$ cat config.mk
export PLATFORM = sky130hd
export DESIGN_NAME = pq_source_table
export DESIGN_NICKNAME = d
export VERILOG_FILES = /design/src/rtl/pq_tbl_pkg.sv /design/src/rtl/pq_cell.sv /design/src/rtl/pq_line_gate.sv /design/src/rtl/pq_pick_low.sv /design/src/rtl/pq_source_table.sv
export SDC_FILE = /design/constraint.sdc
export NUM_CORES = 1
export LEC_CHECK = 0
export ABC_CLOCK_PERIOD_IN_PS = 4500
export BUFFER_PORTS_ARGS = -buffer_cell sky130_fd_sc_hd__buf_4
export CAP_MARGIN = 40
export CORE_UTILIZATION = 69
export CTS_BUF_LIST = sky130_fd_sc_hd__clkbuf_8
export CTS_CLUSTER_DIAMETER = 200
export CTS_CLUSTER_SIZE = 10
export DETAILED_ROUTE_END_ITERATION = 10
export PLACE_DENSITY = 0.95
export SETUP_SLACK_MARGIN = 0.2
export SYNTH_ARGS = -nofsm -noshare
export SYNTH_HDL_FRONTEND = slang
export SYNTH_HIERARCHICAL = 1
export SYNTH_SLANG_ARGS = --single-unit
$ cat constraint.sdc
create_clock -name clk -period 4.5 [get_ports clk]
set_clock_uncertainty 0.1 [all_clocks]
set_input_delay 0.675 -clock clk [delete_from_list [all_inputs] [get_ports clk]]
set_output_delay 0.675 -clock clk [all_outputs]
set_load 0.005 [all_outputs]
$ cat src/rtl/pq_tbl_pkg.sv
package pq_tbl_pkg;

   typedef enum logic [1:0] {
      OP_TRIG = 2'd0,
      OP_EOI  = 2'd1,
      OP_GET  = 2'd2,
      OP_SET  = 2'd3
   } pq_op_e;

   localparam logic [1:0] PQ_IDLE   = 2'b00;
   localparam logic [1:0] PQ_OFF    = 2'b01;
   localparam logic [1:0] PQ_PEND   = 2'b10;
   localparam logic [1:0] PQ_QUEUED = 2'b11;

   typedef struct packed {
      logic       fire;
      logic [1:0] nxt;
   } pq_step_t;

   function automatic pq_step_t pq_on_trigger(input logic [1:0] cur);
      pq_step_t s;
      unique case (cur)
         PQ_IDLE:              s = '{fire: 1'b1, nxt: PQ_PEND};
         PQ_PEND, PQ_QUEUED:   s = '{fire: 1'b0, nxt: PQ_QUEUED};
         default:              s = '{fire: 1'b0, nxt: PQ_OFF};
      endcase
      return s;
   endfunction

   function automatic pq_step_t pq_on_eoi(input logic [1:0] cur);
      pq_step_t s;
      unique case (cur)
         PQ_IDLE, PQ_PEND: s = '{fire: 1'b0, nxt: PQ_IDLE};
         PQ_QUEUED:        s = '{fire: 1'b1, nxt: PQ_PEND};
         default:          s = '{fire: 1'b0, nxt: PQ_OFF};
      endcase
      return s;
   endfunction

endpackage

$ cat src/rtl/pq_cell.sv
module pq_cell
   import pq_tbl_pkg::*;
#(
   parameter int CNT_W = 3
) (
   input  logic       clk,
   input  logic       rst_n,
   input  logic       cmd_hit,
   input  pq_op_e     cmd_op,
   input  logic [1:0] cmd_pq,
   input  logic       hw_trig,
   input  logic       drain,
   output logic [1:0] state_o,
   output logic       note_pend_o,
   output logic       ovf_o
);

   logic [1:0]       state_q;
   logic [1:0]       state_d;
   logic             fire;
   logic [CNT_W-1:0] cnt_q;
   logic             cnt_full;
   pq_step_t         step;

   always_comb begin
      step    = '{fire: 1'b0, nxt: state_q};
      if (cmd_hit) begin
         unique case (cmd_op)
            OP_TRIG: step = pq_on_trigger(state_q);
            OP_EOI:  step = pq_on_eoi(state_q);
            OP_SET:  step = '{fire: 1'b0, nxt: cmd_pq};
            default: step = '{fire: 1'b0, nxt: state_q};
         endcase
      end else if (hw_trig) begin
         step = pq_on_trigger(state_q);
      end
      state_d = step.nxt;
      fire    = step.fire;
   end

   assign cnt_full = &cnt_q;

   always_ff @(posedge clk or negedge rst_n) begin
      if (!rst_n) begin
         state_q <= PQ_OFF;
         cnt_q   <= '0;
      end else begin
         state_q <= state_d;
         unique case ({fire, drain})
            2'b10:   if (!cnt_full) cnt_q <= cnt_q + CNT_W'(1);
            2'b01:   cnt_q <= cnt_q - CNT_W'(1);
            default: cnt_q <= cnt_q;
         endcase
      end
   end

   assign state_o     = state_q;
   assign note_pend_o = |cnt_q;
   assign ovf_o       = fire & cnt_full & ~drain;

endmodule

$ cat src/rtl/pq_line_gate.sv
module pq_line_gate #(
   parameter int N = 6
) (
   input  logic         clk,
   input  logic         rst_n,
   input  logic [N-1:0] line,
   input  logic [N-1:0] cmd_hit,
   output logic [N-1:0] trig
);

   logic [N-1:0] line_q;
   logic [N-1:0] defer_q;
   logic [N-1:0] want;

   assign want = (line & ~line_q) | defer_q;
   assign trig = want & ~cmd_hit;

   always_ff @(posedge clk or negedge rst_n) begin
      if (!rst_n) begin
         line_q  <= '0;
         defer_q <= '0;
      end else begin
         line_q  <= line;
         defer_q <= want & cmd_hit;
      end
   end

endmodule

$ cat src/rtl/pq_pick_low.sv
module pq_pick_low #(
   parameter int N     = 6,
   parameter int IDX_W = 3
) (
   input  logic [N-1:0]     req,
   output logic             any,
   output logic [N-1:0]     grant,
   output logic [IDX_W-1:0] idx
);

   always_comb begin
      grant = '0;
      idx   = '0;
      for (int i = N - 1; i >= 0; i--) begin
         if (req[i]) begin
            grant    = '0;
            grant[i] = 1'b1;
            idx      = IDX_W'(i);
         end
      end
   end

   assign any = |req;

endmodule

$ cat src/rtl/pq_source_table.sv
module pq_source_table
   import pq_tbl_pkg::*;
#(
   parameter int NUM_SRC    = 6,
   parameter int SRC_W      = 4,
   parameter int NOTE_CNT_W = 3
) (
   input  logic               clk,
   input  logic               rst_n,
   input  logic               cmd_valid,
   input  logic [1:0]         cmd_op,
   input  logic [SRC_W-1:0]   cmd_src,
   input  logic [1:0]         cmd_pq,
   input  logic [NUM_SRC-1:0] src_line,
   output logic               rsp_valid,
   output logic [1:0]         rsp_data,
   output logic               notify_valid,
   output logic [SRC_W-1:0]   notify_src
);

   localparam int IDX_W = (NUM_SRC > 1) ? $clog2(NUM_SRC) : 1;

   if (NUM_SRC < 1) begin : g_bad_num_src
      $error("pq_source_table: NUM_SRC must be at least 1");
   end
   if (SRC_W < IDX_W) begin : g_bad_src_w
      $error("pq_source_table: SRC_W too narrow for NUM_SRC");
   end
   if (NOTE_CNT_W < 1) begin : g_bad_cnt_w
      $error("pq_source_table: NOTE_CNT_W must be at least 1");
   end

   pq_op_e                    op;
   logic                      in_range;
   logic [NUM_SRC-1:0]        hit_vec;
   logic [NUM_SRC-1:0]        hw_trig;
   logic [NUM_SRC-1:0]        note_pend;
   logic [NUM_SRC-1:0]        drain;
   logic [NUM_SRC-1:0]        ovf_vec;
   logic [NUM_SRC-1:0][1:0]   st;
   logic [1:0]                sel_state;
   logic [1:0]                rsp_d;
   logic                      pick_any;
   logic [IDX_W-1:0]          pick_idx;
   logic                      note_ovf;
   pq_step_t                  eoi_view;

   logic                      rsp_valid_q;
   logic [1:0]                rsp_data_q;
   logic                      notify_valid_q;
   logic [SRC_W-1:0]          notify_src_q;

   assign op       = pq_op_e'(cmd_op);
   assign in_range = {1'b0, cmd_src} < (SRC_W + 1)'(NUM_SRC);

   for (genvar i = 0; i < NUM_SRC; i++) begin : g_src
      assign hit_vec[i] = cmd_valid && in_range && (cmd_src == SRC_W'(i));

      pq_cell #(
         .CNT_W (NOTE_CNT_W)
      ) u_cell (
         .clk         (clk),
         .rst_n       (rst_n),
         .cmd_hit     (hit_vec[i]),
         .cmd_op      (op),
         .cmd_pq      (cmd_pq),
         .hw_trig     (hw_trig[i]),
         .drain       (drain[i]),
         .state_o     (st[i]),
         .note_pend_o (note_pend[i]),
         .ovf_o       (ovf_vec[i])
      );
   end

   pq_line_gate #(
      .N (NUM_SRC)
   ) u_line (
      .clk     (clk),
      .rst_n   (rst_n),
      .line    (src_line),
      .cmd_hit (hit_vec),
      .trig    (hw_trig)
   );

   if (NUM_SRC == 1) begin : g_pick_single
      assign pick_any = note_pend[0];
      assign drain    = note_pend;
      assign pick_idx = '0;
   end else begin : g_pick_multi
      pq_pick_low #(
         .N     (NUM_SRC),
         .IDX_W (IDX_W)
      ) u_pick (
         .req   (note_pend),
         .any   (pick_any),
         .grant (drain),
         .idx   (pick_idx)
      );
   end

   always_comb begin
      sel_state = PQ_OFF;
      for (int i = 0; i < NUM_SRC; i++) begin
         if (hit_vec[i]) sel_state = st[i];
      end
   end

   assign eoi_view = pq_on_eoi(sel_state);

   always_comb begin
      if (!in_range) begin
         rsp_d = 2'b11;
      end else if (op == OP_EOI) begin
         rsp_d = {1'b0, eoi_view.fire};
      end else begin
         rsp_d = sel_state;
      end
   end

   assign note_ovf = |ovf_vec;

   always_ff @(posedge clk or negedge rst_n) begin
      if (!rst_n) begin
         rsp_valid_q    <= 1'b0;
         rsp_data_q     <= '0;
         notify_valid_q <= 1'b0;
         notify_src_q   <= '0;
      end else begin
         rsp_valid_q    <= cmd_valid;
         rsp_data_q     <= cmd_valid ? rsp_d : 2'b00;
         notify_valid_q <= pick_any;
         notify_src_q   <= pick_any ? SRC_W'(pick_idx) : '0;
      end
   end

   assign rsp_valid    = rsp_valid_q;
   assign rsp_data     = rsp_data_q;
   assign notify_valid = notify_valid_q;
   assign notify_src   = notify_src_q;

endmodule

==> results.toml <==
[clocking]
ctsRootBufferMaster = "clkbuf_8"
post_cts_resized = 0
cts.reportedPaths.clkPinSlew_ns = 0.09
cts_buffers = 5
cts_tree = "built"
cts_max_path_buffers = 2
cts-hold-fix-buffers = 0
post_cts_buffers = 0
cts_max_level = 2
clock_latency_ns = 0.30
clock-sinks = 49

[sta]
period_needed_ns = 3.31
drv_slew = 0
maxSlewHeadroom_pct = 58.2
finalSetupViolations = 0
holdWs_ns = 0.288
fin_crit_sh_pct = 73.7
max_freq_ghz = 0.302
worst_slack_ns = 1.19
hold_viol = 0
tightest_slew_ns = 0.627
tns_ns = 0
rsz0062_at_grt = "false"

[place]
dp_slack_ns = 0.889
hpwl_um = 5590
port_buffers = 23
placed_cells = 537
gp_congestion = 0.838

[die]
io_pins = 25
die_area_um2 = 6130
die_y_um = 78.3
dieWidth_um = 78.3
rows = 27
coreArea_um2 = 5570
initial_core_util_pct = 72.0

[detailed_routing]
drc = 0
wl_per_cell_um = 15.2
drtIter0Drc = 261
viasPerCell = 6.32
dr.pass1.iters = 5
vias = 3447
drt-total-wl_um = 8280
antenna_left = 0

[yosys]
syn_inst = 459
syn_nets = 482
syn_avg_cell_area_um2 = 8.75
synth_area_um2 = 4020
yosys_warnings = 6

[power]
cellLeakagePower_nw = 1.77
peakVddDrop_mv = 0.202
power_density_nw_per_um2 = 377

[worst_setup_path]
reg2reg_slack_ns = 1.20
path_class = "in2reg"
arrival_ns = 3.41
crit_path_start_kind = "input pin"
crit_required_ns = 4.60
setup.worst_path.end_class = "flop"
cp_max_fo = 11

[grt]
grt_start_max_net_pins = 52
grt.total_usage_pct = 28.9
grt_pass1_wl_um = 14300
grt-ovfl-total = 0
antenna_found_initial = 0
grt_pass1_vias = 3270

[layout]
nNetsFinal = 495
diodes = 0
fin_cells = 545
area_growth_pct = 4.61
final_layout_size_suffix_gt1_share_pct = 17.3
postLayoutCoreUtil_pct = 75.4

[hold_path]
min_path_type = "in2async"

[run_status]
status = "finished clean"

[job]
max-cap-violations = 0
-- path summary, 6_finish.rpt --
path / startpoint / to / cells after the start
setup / recovery: cmd_src[2] / g_src[2].u_cell/cnt_q[2]$_DFFE_PN0P_ / 14
setup reg to reg: g_src[0].u_cell/cnt_q[2]$_DFFE_PN0P_ / g_src[5].u_cell/cnt_q[1]$_DFFE_PN0P_ / 8
hold / removal: rst_n / g_src[3].u_cell/cnt_q[1]$_DFFE_PN0P_ / 1
max in group asynchronous: rst_n / rsp_data[0]$_DFF_PN0_ / 1
min in group clk: src_line[3] / u_line/line_q[3]$_DFF_PN0_ / 1
hold reg to reg: u_line/defer_q[1]$_DFF_PN0_ / u_line/defer_q[1]$_DFF_PN0_ / 1
-- routing by layer --
layer | track usage, % | share of wire, % | vias to the layer above | routed length (um)
met5 | 0 | 0 | - | 0
li1 | - | - | 1670 | -
met3 | 4.53 | 4.0 | 17 | 330
met2 | 50.4 | 51 | 91 | 4220
met1 | 36.1 | 43 | 1669 | 3590
met4 | 10.0 | 1.5 | 0 | 128
-- worst max-delay path: stages --
cell	delay (ns)
buf_4	0.16
or3b_4	0.41
nor3b_1	0.20
buf_4	0.19
o21ba_1	0.18
or4b_4	0.23
and2_4	0.19
nand2_1	0.08
fa_1	0.42
a211oi_1	0.25
nand2_1	0.09
a21oi_1	0.17
a211oi_2	0.07
o21a_1	0.11
-- power by group --
group | leakage (nW) | total (mW) | switching (mW) | internal, mW
Clock | 0.0542 | 0.285 | 0.146 | 0.139
Combinational | 1.14 | 0.667 | 0.357 | 0.310
Sequential | 0.581 | 0.631 | 0.112 | 0.519
Total | 1.77 | 1.58 | 0.615 | 0.968
-- through the flow --
step | power (mW) | cell area, um2
2_1_floorplan | 1.14 | 4020
3_3_place_gp | 1.25 | 4100
3_5_place_dp | 1.29 | 4100
4_1_cts | 1.59 | 4200
5_1_grt | 1.70 | 4200
6_report | 1.58 | 4200
-- cell type report --
type                    count  area, um2
multi-input cells         362       2460
well taps                  72       90.1
clock inverters             1       5.00
clock buffers               7       96.3
fillers                   381       1370
repair buffers             31        233
inverters                  23       86.3
flip-flops and latches     49       1230
-- flip-flops by register name, summed over array words and instances, names as in the netlist --
signal                flops
g_src.u_cell/cnt_q       18
g_src.u_cell/state_o     12
notify_src                3
notify_valid              1
rsp_data                  2
rsp_valid                 1
u_line/defer_q            6
u_line/line_q             6
-- placed cells by master (no fill, tap or decap), drive strengths merged, types with 2 or more instances in the layout --
| cell type | n |
|---|---|
| inv | 23 |
| dfstp | 6 |
| nor2 | 36 |
| o21ba | 5 |
| buf | 31 |
| mux2i | 19 |
| dfrtp | 43 |
| nor3 | 10 |
| a221o | 6 |
| a41oi | 2 |
| nand2 | 45 |
| or3 | 8 |
| a22oi | 4 |
| nor2b | 17 |
| nor4 | 3 |
| xnor2 | 5 |
| nor4b | 3 |
| nand2b | 4 |
| and2 | 13 |
| nor3b | 13 |
| nor4bb | 2 |
| fa | 6 |
| a21oi | 26 |
| o211ai | 2 |
| a2bb2oi | 3 |
| or2b | 2 |
| clkbuf | 7 |
| a211oi | 11 |
| o21ai | 51 |
| nand3 | 21 |
| a31oi | 3 |
| or4b | 5 |
| and3 | 10 |
| o21bai | 3 |
| o21a | 11 |
No activity file was read; power rests on OpenSTA's default activity.
